$ cat config.mk
export PLATFORM = sky130hd
export DESIGN_NAME = acq_irq_ctrl
export DESIGN_NICKNAME = d
export VERILOG_FILES = /design/src/rtl/acq_irq_pkg.sv /design/src/rtl/acq_thr_dec.sv /design/src/rtl/acq_sync_edge.sv /design/src/rtl/acq_irq_ctrl.sv
export SDC_FILE = /design/constraint.sdc
export NUM_CORES = 1
export LEC_CHECK = 0
export CAP_MARGIN = 20
export CORE_ASPECT_RATIO = 2
export CORE_MARGIN = 10
export CORE_UTILIZATION = 31
export CTS_CLUSTER_SIZE = 14
export DETAILED_ROUTE_END_ITERATION = 8
export GPL_ROUTABILITY_DRIVEN = 0
export HOLD_SLACK_MARGIN = 0.15
export PLACE_DENSITY = 0.76
export REMOVE_ABC_BUFFERS = 1
export SLEW_MARGIN = 5
export SYNTH_ARGS = -nofsm -noshare
export SYNTH_HDL_FRONTEND = slang
export SYNTH_SLANG_ARGS = --single-unit
$ cat constraint.sdc
create_clock -name clk -period 1.67 [get_ports clk]
set_input_delay 0.334 -clock clk [delete_from_list [all_inputs] [get_ports clk]]
set_output_delay 0.334 -clock clk [all_outputs]
set_load 0.1 [all_outputs]
$ cat src/rtl/acq_irq_pkg.sv
package acq_irq_pkg;
    localparam int REG_W    = 32;
    localparam int CODE_W   = 4;
    localparam int NTRIG    = 2;

    // Bit positions software relies on
    localparam int B_IEN    = 0;
    localparam int B_IST    = 1;
    localparam int B_SRC    = 2;
    localparam int B_ONE0   = 3;
    localparam int B_CODE   = 4;
    localparam int B_POST   = 8;
    localparam int B_PRE    = 9;
    localparam int B_ONE1   = 10;
    localparam int B_ONE2   = 11;
    localparam int B_TRIG   = 12;  // trigger n enable at B_TRIG+2n, status at +1

    typedef struct packed {
        logic                 ien;
        logic                 src_dma;
        logic [CODE_W-1:0]    code;
        logic                 post_sel;
        logic                 pre_sel;
        logic [NTRIG-1:0]     trg_en;
        logic [NTRIG-1:0]     trg_st;
        logic                 main_st;
        logic                 lvl_hit;
    } ctrl_t;
endpackage

$ cat src/rtl/acq_thr_dec.sv
module acq_thr_dec #(
    parameter int CODE_W   = 4,
    parameter int TW       = 13,
    parameter int BASE_THR = 32
) (
    input  logic [CODE_W-1:0] code,
    output logic [TW-1:0]     thr
);
    localparam logic [TW-1:0] BASE_V = TW'(BASE_THR);
    localparam logic [TW-1:0] TOP_V  = TW'(BASE_THR * 48);

    always_comb begin
        if (code <= CODE_W'(5)) begin
            thr = BASE_V << code[2:0];
        end else if (code == CODE_W'(6)) begin
            thr = TOP_V;
        end else begin
            thr = BASE_V;
        end
    end
endmodule

$ cat src/rtl/acq_sync_edge.sv
module acq_sync_edge #(
    parameter int STAGES = 2
) (
    input  logic clk,
    input  logic rst_n,
    input  logic din,
    output logic rise
);
    logic [STAGES:0] ff_q;

    always_ff @(posedge clk or negedge rst_n) begin
        if (!rst_n) ff_q[0] <= 1'b0;
        else        ff_q[0] <= din;
    end

    for (genvar i = 1; i <= STAGES; i++) begin : g_stage
        always_ff @(posedge clk or negedge rst_n) begin
            if (!rst_n) ff_q[i] <= 1'b0;
            else        ff_q[i] <= ff_q[i-1];
        end
    end

    assign rise = ff_q[STAGES-1] & ~ff_q[STAGES];
endmodule

$ cat src/rtl/acq_irq_ctrl.sv
module acq_irq_ctrl
    import acq_irq_pkg::*;
#(
    parameter int CNT_W       = 12,
    parameter int BASE_THR    = 32,
    parameter int SYNC_STAGES = 2
) (
    input  logic             clk,
    input  logic             rst_n,
    input  logic             reg_we,
    input  logic [31:0]      reg_wdata,
    output logic [31:0]      reg_rdata,
    input  logic [CNT_W-1:0] fifo_count,
    input  logic             dma_done,
    input  logic [1:0]       ext_trig,
    output logic             irq_o
);
    localparam int TW = CNT_W + 1;

    ctrl_t           ctl_d, ctl_q;
    logic [TW-1:0]   thr;
    logic            hit;
    logic            evt_main;
    logic [NTRIG-1:0] trg_rise;

    acq_thr_dec #(.CODE_W(CODE_W), .TW(TW), .BASE_THR(BASE_THR)) u_thr (
        .code (ctl_q.code),
        .thr  (thr)
    );

    for (genvar g = 0; g < NTRIG; g++) begin : g_trig
        acq_sync_edge #(.STAGES(SYNC_STAGES)) u_sync (
            .clk   (clk),
            .rst_n (rst_n),
            .din   (ext_trig[g]),
            .rise  (trg_rise[g])
        );
    end

    assign hit      = ({1'b0, fifo_count} >= thr);
    assign evt_main = ctl_q.src_dma ? dma_done : (hit & ~ctl_q.lvl_hit);

    always_comb begin
        ctl_d         = ctl_q;
        ctl_d.lvl_hit = hit;
        if (reg_we) begin
            ctl_d.ien      = reg_wdata[B_IEN];
            ctl_d.src_dma  = reg_wdata[B_SRC];
            ctl_d.code     = reg_wdata[B_CODE +: CODE_W];
            ctl_d.post_sel = reg_wdata[B_POST];
            ctl_d.pre_sel  = reg_wdata[B_PRE];
            if (reg_wdata[B_IST]) ctl_d.main_st = 1'b0;
            for (int n = 0; n < NTRIG; n++) begin
                ctl_d.trg_en[n] = reg_wdata[B_TRIG + 2*n];
                if (reg_wdata[B_TRIG + 2*n + 1]) ctl_d.trg_st[n] = 1'b0;
            end
        end
        // set events win over a clearing write on the same edge
        if (ctl_q.ien && evt_main) ctl_d.main_st = 1'b1;
        for (int n = 0; n < NTRIG; n++) begin
            if (ctl_q.trg_en[n] && trg_rise[n]) ctl_d.trg_st[n] = 1'b1;
        end
    end

    always_ff @(posedge clk or negedge rst_n) begin
        if (!rst_n) ctl_q <= '0;
        else        ctl_q <= ctl_d;
    end

    always_comb begin
        reg_rdata                   = '0;
        reg_rdata[B_IEN]            = ctl_q.ien;
        reg_rdata[B_IST]            = ctl_q.main_st;
        reg_rdata[B_SRC]            = ctl_q.src_dma;
        reg_rdata[B_ONE0]           = 1'b1;
        reg_rdata[B_CODE +: CODE_W] = ctl_q.code;
        reg_rdata[B_POST]           = ctl_q.post_sel;
        reg_rdata[B_PRE]            = ctl_q.pre_sel;
        reg_rdata[B_ONE1]           = 1'b1;
        reg_rdata[B_ONE2]           = 1'b1;
        for (int n = 0; n < NTRIG; n++) begin
            reg_rdata[B_TRIG + 2*n]     = ctl_q.trg_en[n];
            reg_rdata[B_TRIG + 2*n + 1] = ctl_q.trg_st[n];
        end
    end

    assign irq_o = (ctl_q.main_st & ctl_q.ien) | (|(ctl_q.trg_st & ctl_q.trg_en));
endmodule

==> results of run 1 <==
cell usage after synthesis, drive strengths merged, types with 3 or more instances:
cell type,n
a21o,3
and3,3
buf,33
dfrtp,20
ha,7
mux2,10
nand2,7
nand3,3
nand3b,3
o21ai,3
per-layer routing:
metal	routed length, µm	vias up	global-route usage (%)
met1	1110	435	8.42
li1	-	430	-
met3	318	4	4.48
met2	1640	50	17.0
met4	32	0	2.52
met5	0	-	0
kinds of logic after synthesis:
logic type	after synthesis	share of synthesized area, %
xor gates and xnor gates	1	0.737
and+or+nand+nor	24	11.7
other	2	0.632
adders and majority gates	7	7.37
muxes	10	9.47
AOI/OAI and AO/OA	12	7.05
DFF	20	42.1
buffers and inverters	34	20.9
registers in the layout (all words and copies together) (netlist names):
name	count
reg_rdata	13
g_trig.u_sync.ff_q	6
ctl_q	1
per-stage QoR:
| stage | setup slack, ns | cell area, µm² | hold WS (ns) | util [%] | total power [mW] |
|---|---|---|---|---|---|
| 3_5_place_dp | -0.202 | 1740 | 0.340 | 47.8 | 1.59 |
| 6_report | -0.135 | 1910 | 0.360 | 52.3 | 2.00 |
| 2_1_floorplan | -0.687 | 1010 | 0.0384 | - | 1.20 |
| 5_1_grt | -0.217 | 1910 | 0.373 | 52.3 | 2.09 |
| 3_3_place_gp | -0.183 | 1740 | 0.339 | 47.8 | 1.57 |
| 4_1_cts | -0.116 | 1860 | 0.363 | 51.0 | 1.98 |
worst reg2reg max path: cells and delay by family (launching register included):
kind | cells | cell delay, ns
AOI/OAI and AO/OA | 2 | 0.31
DFF | 1 | 0.41
buffers and inverters | 2 | 0.23
and+or+nand+nor | 3 | 0.46
adders and majority gates | 1 | 0.33
worst max path at each step:
stage | endpoint | slack, ns | cells past startpoint
finish | reg_rdata[1] | -0.13 | 8
CTS | reg_rdata[1] | -0.12 | 9
global placement | reg_rdata[1] | -0.18 | 6
floorplan | reg_rdata[1] | -0.69 | 6
detailed placement | reg_rdata[1] | -0.20 | 6
global route | reg_rdata[1] | -0.22 | 8
where the power goes:
| group | total, mW | switching (mW) | internal [mW] |
|---|---|---|---|
| Combinational | 1.05 | 0.673 | 0.374 |
| Sequential | 0.589 | 0.0536 | 0.535 |
| Clock | 0.362 | 0.152 | 0.209 |
final cells by class:
class,instances,area [µm²]
timing repair buffer,61,719
sequential,20,505
tap,49,61.3
inverter,1,3.75
clock buffer,4,55.1
fill,340,1740
multi-input combinational,74,561
what timing repair did:
action,in CTS,in global routing
setup endpoints to repair,3,3
gates resized for setup,11,7
pin swaps,4,2
buffers inserted,3,2
==> insert_results.sql, run 1 <==
INSERT INTO impl_metrics (metric_group, metric, value, unit) VALUES
('finish', 'most_frequent_standard_cell_in_the_layout_excluding_fill_and_tap_cells', 'sky130_fd_sc_hd__clkdlybuf4s50_1', ''),
('logic_synthesis', 'most_area_hungry_cell_type_in_the_yosys_netlist', 'sky130_fd_sc_hd__dfrtp_1', ''),
('floorplan', 'std_cell_rows', '31', ''),
('setup_path', 'setup.reg_to_reg.worst_slack', '-0.13', 'ns'),
('placed_design', 'dp.final_hpwl', '2580', 'µm'),
('route', 'routedWlPerCell', '14.8', 'µm'),
('logic_synthesis', 'synthesis.instances', '110', ''),
('sta', 'timing.clock.skew', '0.00115', 'ns'),
('sta', 'timing.setup.tns', '-0.236', 'ns'),
('setup_path', 'regToRegEndpoint', 'reg_rdata[1]', ''),
('floorplan', 'die_height', '108', 'µm'),
('logic_synthesis', 'edff_count_synth', '0', ''),
('floorplan', 'floorplan.initialDensity', '32.6', '%'),
('global_route', 'first_pass_grt_wire_length', '5130', 'µm'),
('setup_path', 'cp_top_family', 'simple AND/OR/NAND/NOR gates', ''),
('route', 'drt_pre_antenna_iters', '4', ''),
('cts', 'clk_pin_slew_worst_paths', '0.07', 'ns'),
('route', 'drcViolationCount', '0', ''),
('floorplan', 'core-area', '3650', 'µm²'),
('setup_path', 'critical-path-top-cell-by-count', 'sky130_fd_sc_hd__buf_6', ''),
('logic_synthesis', 'synth.top_cell.area_share', '42.1', '%'),
('flow_run', 'max-cap-violations', '0', ''),
('logic_synthesis', 'ys.warnings.count', '0', ''),
('setup_path', 'critical_path.cell_chain', 'buf_6 -> nand3b_1 -> ha_1 -> and3_4 -> buf_6 -> nand4b_1 -> a21o_1 -> a21oi_2', ''),
('setup_path', 'worst-path-buf-inv', '2', ''),
('setup_path', 'worst_path_max_delay_cell', 'sky130_fd_sc_hd__dfrtp_1', ''),
('cts', 'clock_insertion_delay_worst_skew', '0.25', 'ns'),
('cts', 'numCtsBuffers', '3', ''),
('floorplan', 'die-area', '6860', 'µm²'),
('route', 'detailedRoute.firstIterationViolations', '12', ''),
('setup_path', 'startpoint', 'reg_rdata[4]', ''),
('logic_synthesis', 'synth_top_cells_by_area', 'sky130_fd_sc_hd__dfrtp_1 (42%), sky130_fd_sc_hd__buf_4 (20%), sky130_fd_sc_hd__mux2_2 (9.5%), sky130_fd_sc_hd__ha_1 (7.4%), sky130_fd_sc_hd__nand2_1 (2.2%)', ''),
('placed_design', 'dpl.cell_count', '200', ''),
('sta', 'finalSetupViolations', '2', ''),
('worst_hold_path', 'worst_hold_startpoint', 'g_trig[0].u_sync.ff_q[0]', ''),
('placed_design', 'placement.io_buffers', '44', ''),
('finish', 'final_cell_count_no_fill', '209', ''),
('cts', 'clockBufferDepth', '2', ''),
('logic_synthesis', 'syn_area', '1190', 'µm²'),
('route', 'viasPerCell', '4.40', ''),
('setup_path', 'cp.arrival', '1.99', 'ns'),
('floorplan', 'die_width', '63.8', 'µm'),
('sta', 'period_minus_slack', '1.80', 'ns'),
('setup_path', 'worst_r2r_path_depth', '8', ''),
('run_status', 'violations_in_the_final_reports', 'setup timing', ''),
('finish', 'fin_nets', '218', ''),
('power', 'power_leakage', '0.848', 'nW'),
('floorplan', 'number_of_primary_i_o_pins', '83', ''),
('sta', 'timing.final.ws_setup', '-0.135', 'ns'),
('route', 'antenna_left', '0', ''),
('setup_path', 'worstSetupPathType', 'reg -> reg', ''),
('power', 'worst_ir_drop_vdd', '1.01', 'mV'),
('finish', 'layout-area-overhead-vs-synth', '60.3', '%'),
('worst_hold_path', 'min-delay-path-class', 'reg -> reg', ''),
('route', 'detail_route.wirelength', '3100', 'µm'),
('setup_path', 'cp.required', '1.85', 'ns'),
('setup_path', 'timing.critical_path.from_type', 'flip-flop', ''),
('logic_synthesis', 'ys.flop_type', 'sky130_fd_sc_hd__dfrtp_1', ''),
('cts', 'cts_hold_buf', '0', ''),
('sta', 'maxClockFrequency', '554', 'MHz'),
('logic_synthesis', 'synth.lib_cells_used.distinct', '26', ''),
('finish', 'drive_above_1_share', '36.9', '%'),
('worst_hold_path', 'capture_endpoint_of_the_worst_hold_path', 'g_trig[0].u_sync.ff_q[1]', ''),
('power', 'power_density', '1050', 'nW/µm²'),
('run_status', 'outcome', 'complete, but fails checks', ''),
('logic_synthesis', 'sequential_area_share_after_synthesis', '42.1', '%'),
('finish', 'diodes_inserted', '0', ''),
('cts', 'cts.sinks', '20', ''),
('worst_hold_path', 'timing.hold.worst_path_depth', '0', ''),
('logic_synthesis', 'avgSynthCellArea', '10.8', 'µm²'),
('global_route', 'grt_antenna_before_repair', '0', '');
(Power assumes the default switching activity.)
==> inputs of run 2 (changes only) <==
--- a/config.mk
+++ b/config.mk
@@ -6,7 +6,6 @@
 export NUM_CORES = 1
 export LEC_CHECK = 0
 export CAP_MARGIN = 20
-export CORE_ASPECT_RATIO = 2
 export CORE_MARGIN = 10
 export CORE_UTILIZATION = 31
 export CTS_CLUSTER_SIZE = 14
==> insert_results.sql, run 2 (synthesis gave the netlist of run 1 again) <==
INSERT INTO impl_metrics (metric_group, metric, value, unit) VALUES
('sta', 'layout_worst_path_cycle_share', '107', '%'),
('sta', 'finalSetupViolations', '2', ''),
('floorplan', 'floorplan.initialDensity', '32.2', '%'),
('power', 'p_sw_share', '41.8', '%'),
('cts', 'clock_insertion_delay_worst_skew', '0.26', 'ns'),
('sta', 'period_minus_slack', '1.79', 'ns'),
('finish', 'layout-area-overhead-vs-synth', '62.8', '%'),
('setup_path', 'critical_path.cell_chain', 'buf_6 -> nand3b_1 -> ha_1 -> and3_4 -> buf_6 -> nand4b_1 -> a21o_1 -> a21oi_2', ''),
('global_route', 'grt_antenna_before_repair', '0', ''),
('sta', 'setup_repair_after_global_routing_missed_its_margin', 'true', ''),
('finish', 'mostFrequentLayoutCells', 'sky130_fd_sc_hd__clkdlybuf4s50_1 (30), sky130_fd_sc_hd__conb_1 (20), sky130_fd_sc_hd__dfrtp_1 (16), sky130_fd_sc_hd__buf_4 (16), sky130_fd_sc_hd__buf_12 (14)', ''),
('setup_path', 'cp.required', '1.86', 'ns'),
('power', 'power.switching', '883', 'µW'),
('floorplan', 'core-area', '3690', 'µm²'),
('finish', 'fin_nets', '219', ''),
('floorplan', 'number_of_primary_i_o_pins', '83', ''),
('setup_path', 'regToRegEndpoint', 'reg_rdata[1]', ''),
('worst_hold_path', 'min-delay-path-class', 'reg -> reg', ''),
('global_route', 'grt_usage', '8.77', '%'),
('sta', 'drv_slew', '0', ''),
('setup_path', 'cp.depth', '8', ''),
('setup_path', 'worst_r2r_path_depth', '8', ''),
('global_route', 'maximum_number_of_pins_on_one_net_before_global_route_repair', '21', ''),
('setup_path', 'timing.critical_path.slowest_cell_delay', '0.44', 'ns'),
('route', 'drcViolationCount', '0', ''),
('finish', 'largest_register_ffs', '13', ''),
('setup_path', 'worstSetupPathType', 'reg -> reg', ''),
('setup_path', 'startpoint', 'reg_rdata[4]', ''),
('cts', 'cts_tree', 'yes', ''),
('setup_path', 'worst_setup_path_endpoint', 'reg_rdata[1]', ''),
('floorplan', 'die_height', '81.9', 'µm'),
('placed_design', 'placement.io_buffers', '44', ''),
('floorplan', 'std_cell_rows', '22', ''),
('placed_design', 'dp.final_hpwl', '2500', 'µm'),
('cts', 'cts.htree.levels', '1', ''),
('setup_path', 'cp_top_family', 'flip-flops', ''),
('sta', 'timing.final.ws_setup', '-0.116', 'ns'),
('route', 'routedWlPerCell', '14.8', 'µm'),
('cts', 'cts_hold_buf', '0', ''),
('setup_path', 'crit_fanout', '5', ''),
('floorplan', 'die_width', '81.9', 'µm'),
('finish', 'drive_above_1_share', '39.1', '%'),
('power', 'power_leakage', '0.857', 'nW'),
('route', 'antenna_left', '0', ''),
('finish', 'filler_cell_count', '327', ''),
('setup_path', 'critical-path-top-cell-by-count', 'sky130_fd_sc_hd__buf_6', ''),
('cts', 'cts.sinks', '20', ''),
('setup_path', 'cp.arrival', '1.98', 'ns'),
('route', 'viasPerCell', '4.33', ''),
('setup_path', 'setup.reg_to_reg.worst_slack', '-0.12', 'ns'),
('setup_path', 'worst-path-buf-inv', '2', ''),
('power', 'worst_ir_drop_vdd', '0.640', 'mV'),
('run_status', 'outcome', 'complete, but fails checks', ''),
('finish', 'diodes_inserted', '0', ''),
('route', 'drt_pre_antenna_iters', '4', ''),
('power', 'sequentialPowerShare', '28.2', '%'),
('route', 'detailedRoute.firstIterationViolations', '33', ''),
('power', 'combinationalPowerShare', '49.2', '%'),
('setup_path', 'timing.critical_path.to_type', 'flip-flop', ''),
('cts', 'numCtsBuffers', '3', ''),
('sta', 'timing.clock.skew', '0.00198', 'ns'),
('power', 'share_clk_of_total_power', '22.6', '%'),
('global_route', 'first_pass_grt_wire_length', '4650', 'µm'),
('power', 'cell_internal_power', '1.23', 'mW'),
('setup_path', 'worst_path_max_delay_cell', 'sky130_fd_sc_hd__dfrtp_2', ''),
('setup_path', 'r2r_start', 'reg_rdata[4]', ''),
('cts', 'clk_pin_slew_worst_paths', '0.07', 'ns'),
('cts', 'clockBufferDepth', '2', ''),
('power', 'power_density', '1090', 'nW/µm²'),
('sta', 'timing.final.hold_violations', '0', ''),
('cts', 'cts_root_buffer', 'sky130_fd_sc_hd__clkbuf_8', ''),
('finish', 'most_frequent_standard_cell_in_the_layout_excluding_fill_and_tap_cells', 'sky130_fd_sc_hd__clkdlybuf4s50_1', ''),
('route', 'detailroute.via_count', '905', ''),
('flow_run', 'max-cap-violations', '0', ''),
('power', 'design_power_total', '2.11', 'mW'),
('run_status', 'violations_in_the_final_reports', 'setup timing', ''),
('global_route', 'first_global_vias', '1007', ''),
('route', 'detail_route.wirelength', '3090', 'µm'),
('global_route', 'grt-ovfl-total', '0', ''),
('floorplan', 'die-area', '6710', 'µm²'),
('finish', 'final-seq-area', '505', 'µm²'),
('finish', 'multi_input_area', '572', 'µm²'),
('placed_design', 'post-place-ws', '-0.218', 'ns'),
('setup_path', 'timing.critical_path.from_type', 'flip-flop', ''),
('sta', 'maxClockFrequency', '560', 'MHz');
[run 2: through the flow]
| step | setup TNS, ns | area (µm²) | instances | hold slack, ns | utilization (%) |
|---|---|---|---|---|---|
| detailed placement | -0.382 | 1740 | 199 | 0.342 | 47.2 |
| floorplan | -1.73 | 1010 | 95 | 0.0384 | - |
| finish | -0.223 | 1940 | 209 | 0.356 | 52.5 |
| global placement | -0.363 | 1740 | 199 | 0.334 | 47.2 |
| CTS | -0.214 | 1910 | 208 | 0.359 | 51.9 |
| global route | -0.419 | 1940 | 209 | 0.370 | 52.5 |
[run 2: worst min path at each step]
stage | from | end | slack, ns | cells after the start
finish | g_trig[1].u_sync.ff_q[0] | g_trig[1].u_sync.ff_q[1] | 0.36 | 0
global route | g_trig[1].u_sync.ff_q[0] | g_trig[1].u_sync.ff_q[1] | 0.37 | 0
CTS | g_trig[1].u_sync.ff_q[0] | g_trig[1].u_sync.ff_q[1] | 0.36 | 0
detailed placement | g_trig[1].u_sync.ff_q[0] | g_trig[1].u_sync.ff_q[1] | 0.34 | 0
global placement | g_trig[0].u_sync.ff_q[0] | g_trig[0].u_sync.ff_q[1] | 0.33 | 0
floorplan | rst_n | ctl_q[0] | 0.04 | 0
[run 2: layout make-up]
class	count	area share (%)
Sequential cell	20	26.1
Clock buffer	3	2.13
Clock inverter	1	1.55
Tap cell	48	3.10
Timing Repair Buffer	62	37.4
Multi-Input combinational cell	74	29.5
Inverter	1	0.194
[run 2: repair_timing]
action                     4_1_cts  5_1_grt
setup endpoints to repair        3        3
pin swaps                        8        3
setup buffers                    5        1
gates resized for setup         14        4
[run 2: power groups by stage]
stage | Combinational, mW | Clock [mW] | Sequential [mW]
2_1_floorplan | 0.345 | 0 | 0.859
3_3_place_gp | 0.972 | 0 | 0.599
3_5_place_dp | 0.984 | 0 | 0.604
4_1_cts | 1.03 | 0.483 | 0.595
5_1_grt | 1.08 | 0.508 | 0.603
6_report | 1.04 | 0.478 | 0.596
[run 2: routing by layer]
metal,GRT usage (%),part of all wire [%]
met1,8.53,35
met2,15.8,48
met3,4.69,16
met4,2.55,0.45
met5,0,0
==> inputs of run 3 (changes only) <==
--- a/config.mk
+++ b/config.mk
@@ -6,7 +6,7 @@
 export NUM_CORES = 1
 export LEC_CHECK = 0
 export CAP_MARGIN = 20
-export CORE_MARGIN = 10
+export CORE_MARGIN = 8
 export CORE_UTILIZATION = 31
 export CTS_CLUSTER_SIZE = 14
 export DETAILED_ROUTE_END_ITERATION = 8
==> insert_results.sql, run 3 (synthesis gave the netlist of run 1 again) <==
INSERT INTO impl_metrics (metric_group, metric, value, unit) VALUES
('run_status', 'outcome', 'complete, but fails checks', ''),
('run_status', 'violations_in_the_final_reports', 'setup timing', ''),
('sta', 'timing.final.hold_violations', '0', ''),
('global_route', 'grt_usage', '8.88', '%'),
('route', 'detailroute.via_count', '913', ''),
('floorplan', 'floorplan.initialDensity', '32.2', '%'),
('placed_design', 'dpl.cell_count', '199', ''),
('power', 'p_sw_share', '41.5', '%'),
('global_route', 'grt-ovfl-total', '0', ''),
('sta', 'period_minus_slack', '1.81', 'ns'),
('cts', 'cts.sinks', '20', ''),
('finish', 'most_frequent_standard_cell_in_the_layout_excluding_fill_and_tap_cells', 'sky130_fd_sc_hd__clkdlybuf4s50_1', ''),
('power', 'cell_internal_power', '1.23', 'mW'),
('route', 'drcViolationCount', '0', ''),
('floorplan', 'core-area', '3690', 'µm²'),
('worst_hold_path', 'min-delay-path-class', 'reg -> reg', ''),
('sta', 'layout_worst_path_cycle_share', '108', '%'),
('cts', 'clk_pin_slew_worst_paths', '0.07', 'ns'),
('sta', 'setup_repair_after_global_routing_missed_its_margin', 'true', ''),
('flow_run', 'max-cap-violations', '0', ''),
('setup_path', 'cp.required', '1.85', 'ns'),
('power', 'design_power_total', '2.10', 'mW'),
('power', 'power_leakage', '0.848', 'nW'),
('cts', 'cts_tree', 'yes', ''),
('power', 'combinationalPowerShare', '49.6', '%'),
('finish', 'largest_register_ffs', '13', ''),
('cts', 'clock_insertion_delay_worst_skew', '0.25', 'ns'),
('cts', 'cts.htree.levels', '1', ''),
('setup_path', 'setup.reg_to_reg.worst_slack', '-0.14', 'ns'),
('setup_path', 'timing.critical_path.from_type', 'flip-flop', ''),
('setup_path', 'cp.arrival', '1.99', 'ns'),
('floorplan', 'number_of_primary_i_o_pins', '83', ''),
('power', 'worst_ir_drop_vdd', '0.996', 'mV'),
('sta', 'timing.final.ws_setup', '-0.140', 'ns'),
('finish', 'layout.cell_area.non_filler', '1910', 'µm²'),
('power', 'power.switching', '869', 'µW'),
('power', 'share_clk_of_total_power', '22.4', '%'),
('route', 'detail_route.wirelength', '2920', 'µm'),
('global_route', 'grt_antenna_before_repair', '0', ''),
('finish', 'fin_nets', '217', ''),
('floorplan', 'die-area', '6070', 'µm²'),
('setup_path', 'crit_fanout', '5', ''),
('floorplan', 'die_width', '77.9', 'µm'),
('setup_path', 'regToRegEndpoint', 'reg_rdata[1]', ''),
('worst_hold_path', 'worst_hold_startpoint', 'g_trig[0].u_sync.ff_q[0]', ''),
('sta', 'timing.clock.skew', '0.00651', 'ns'),
('placed_design', 'dp.final_hpwl', '2340', 'µm'),
('finish', 'drive_above_1_share', '36.5', '%'),
('finish', 'layout-area-overhead-vs-synth', '60.4', '%'),
('setup_path', 'timing.critical_path.to_type', 'flip-flop', ''),
('finish', 'diodes_inserted', '0', ''),
('route', 'drt_pre_antenna_iters', '4', ''),
('cts', 'numCtsBuffers', '3', ''),
('route', 'viasPerCell', '4.41', ''),
('route', 'routedWlPerCell', '14.1', 'µm'),
('global_route', 'first_pass_grt_wire_length', '4520', 'µm'),
('route', 'antenna_left', '0', ''),
('cts', 'cts_root_buffer', 'sky130_fd_sc_hd__clkbuf_8', ''),
('global_route', 'maximum_number_of_pins_on_one_net_before_global_route_repair', '21', ''),
('floorplan', 'die_height', '77.9', 'µm'),
('setup_path', 'worstSetupPathType', 'reg -> reg', ''),
('setup_path', 'worst_r2r_path_depth', '8', ''),
('route', 'detailedRoute.firstIterationViolations', '3', ''),
('finish', 'mostFrequentLayoutCells', 'sky130_fd_sc_hd__clkdlybuf4s50_1 (30), sky130_fd_sc_hd__conb_1 (20), sky130_fd_sc_hd__dfrtp_1 (17)', ''),
('sta', 'maxClockFrequency', '553', 'MHz'),
('sta', 'drv_slew', '0', ''),
('floorplan', 'std_cell_rows', '22', ''),
('worst_hold_path', 'capture_endpoint_of_the_worst_hold_path', 'g_trig[0].u_sync.ff_q[1]', ''),
('cts', 'clockBufferDepth', '2', ''),
('finish', 'final_cell_count_no_fill', '207', ''),
('sta', 'finalSetupViolations', '2', ''),
('setup_path', 'r2r_start', 'reg_rdata[4]', ''),
('placed_design', 'placement.io_buffers', '44', ''),
('global_route', 'first_global_vias', '1025', ''),
('placed_design', 'detailed_place.area', '1740', 'µm²'),
('worst_hold_path', 'timing.hold.worst_path_depth', '0', ''),
('power', 'sequentialPowerShare', '28.0', '%'),
('power', 'power_density', '1100', 'nW/µm²');
==> run 3: routing by layer <==
metal | vias to the layer above | track usage, % | share of wire, % | routed length, µm
met4 | 0 | 2.41 | 1.4 | 41
met3 | 4 | 5.65 | 15 | 425
met2 | 50 | 15.5 | 49 | 1430
li1 | 425 | - | - | -
met1 | 434 | 8.47 | 35 | 1020
met5 | - | 0 | 0 | 0
==> run 3: cell type report <==
| class | count | area, µm² |
|---|---|---|
| flip-flops and latches | 20 | 504 |
| clock inverters | 1 | 30.0 |
| fillers | 341 | 1780 |
| repair buffers | 60 | 708 |
| inverters | 1 | 3.75 |
| multi-input cells | 74 | 559 |
| clock buffers | 3 | 41.3 |
| well taps | 48 | 60.1 |
==> run 3: how the worst max path moves through the flow <==
stage / endpoint / start / slack [ns]
after floorplan: reg_rdata[1] / reg_rdata[6] / -0.69
after global routing: reg_rdata[1] / reg_rdata[4] / -0.23
after CTS: reg_rdata[1] / reg_rdata[4] / -0.15
after global placement: reg_rdata[1] / fifo_count[7] / -0.21
after detailed placement: reg_rdata[1] / reg_rdata[4] / -0.21
final: reg_rdata[1] / reg_rdata[4] / -0.14
==> run 3: metrics by stage <==
| stage | setup slack, ns | hold WS (ns) | util, % | TNS [ns] |
|---|---|---|---|---|
| finish | -0.140 | 0.355 | 51.7 | -0.242 |
| global route | -0.227 | 0.367 | 51.7 | -0.477 |
| CTS | -0.146 | 0.360 | 51.1 | -0.248 |
| detailed placement | -0.211 | 0.345 | 47.2 | -0.369 |
| global placement | -0.211 | 0.335 | 47.2 | -0.366 |
| floorplan | -0.687 | 0.0384 | - | -1.73 |
==> run 3: what timing repair did <==
action                                  in CTS  in global routing
gates resized for setup                     10                  5
pin swaps                                    9                  2
endpoints found under the setup margin       3                  3
gates cloned                                 0                  0
hold buffers                                 0                  0
setup buffers                                4                  0
==> run 3: power groups by stage <==
stage               Clock, mW  Combinational (mW)  Sequential, mW
global placement            0               0.970           0.599
floorplan                   0               0.345           0.859
CTS                     0.476                1.04           0.585
finish                  0.468                1.04           0.587
detailed placement          0               0.983           0.601
global route            0.503                1.08           0.594
==> run 3: worst max-delay path, stage by stage (launching register included) <==
cell	delay, ns
sky130_fd_sc_hd__dfrtp_2	0.44
sky130_fd_sc_hd__buf_6	0.13
sky130_fd_sc_hd__xor2_1	0.13
sky130_fd_sc_hd__nand3b_1	0.16
sky130_fd_sc_hd__ha_4	0.32
sky130_fd_sc_hd__and4_1	0.21
sky130_fd_sc_hd__o21ai_2	0.07
sky130_fd_sc_hd__and3_1	0.15
sky130_fd_sc_hd__a21oi_2	0.13
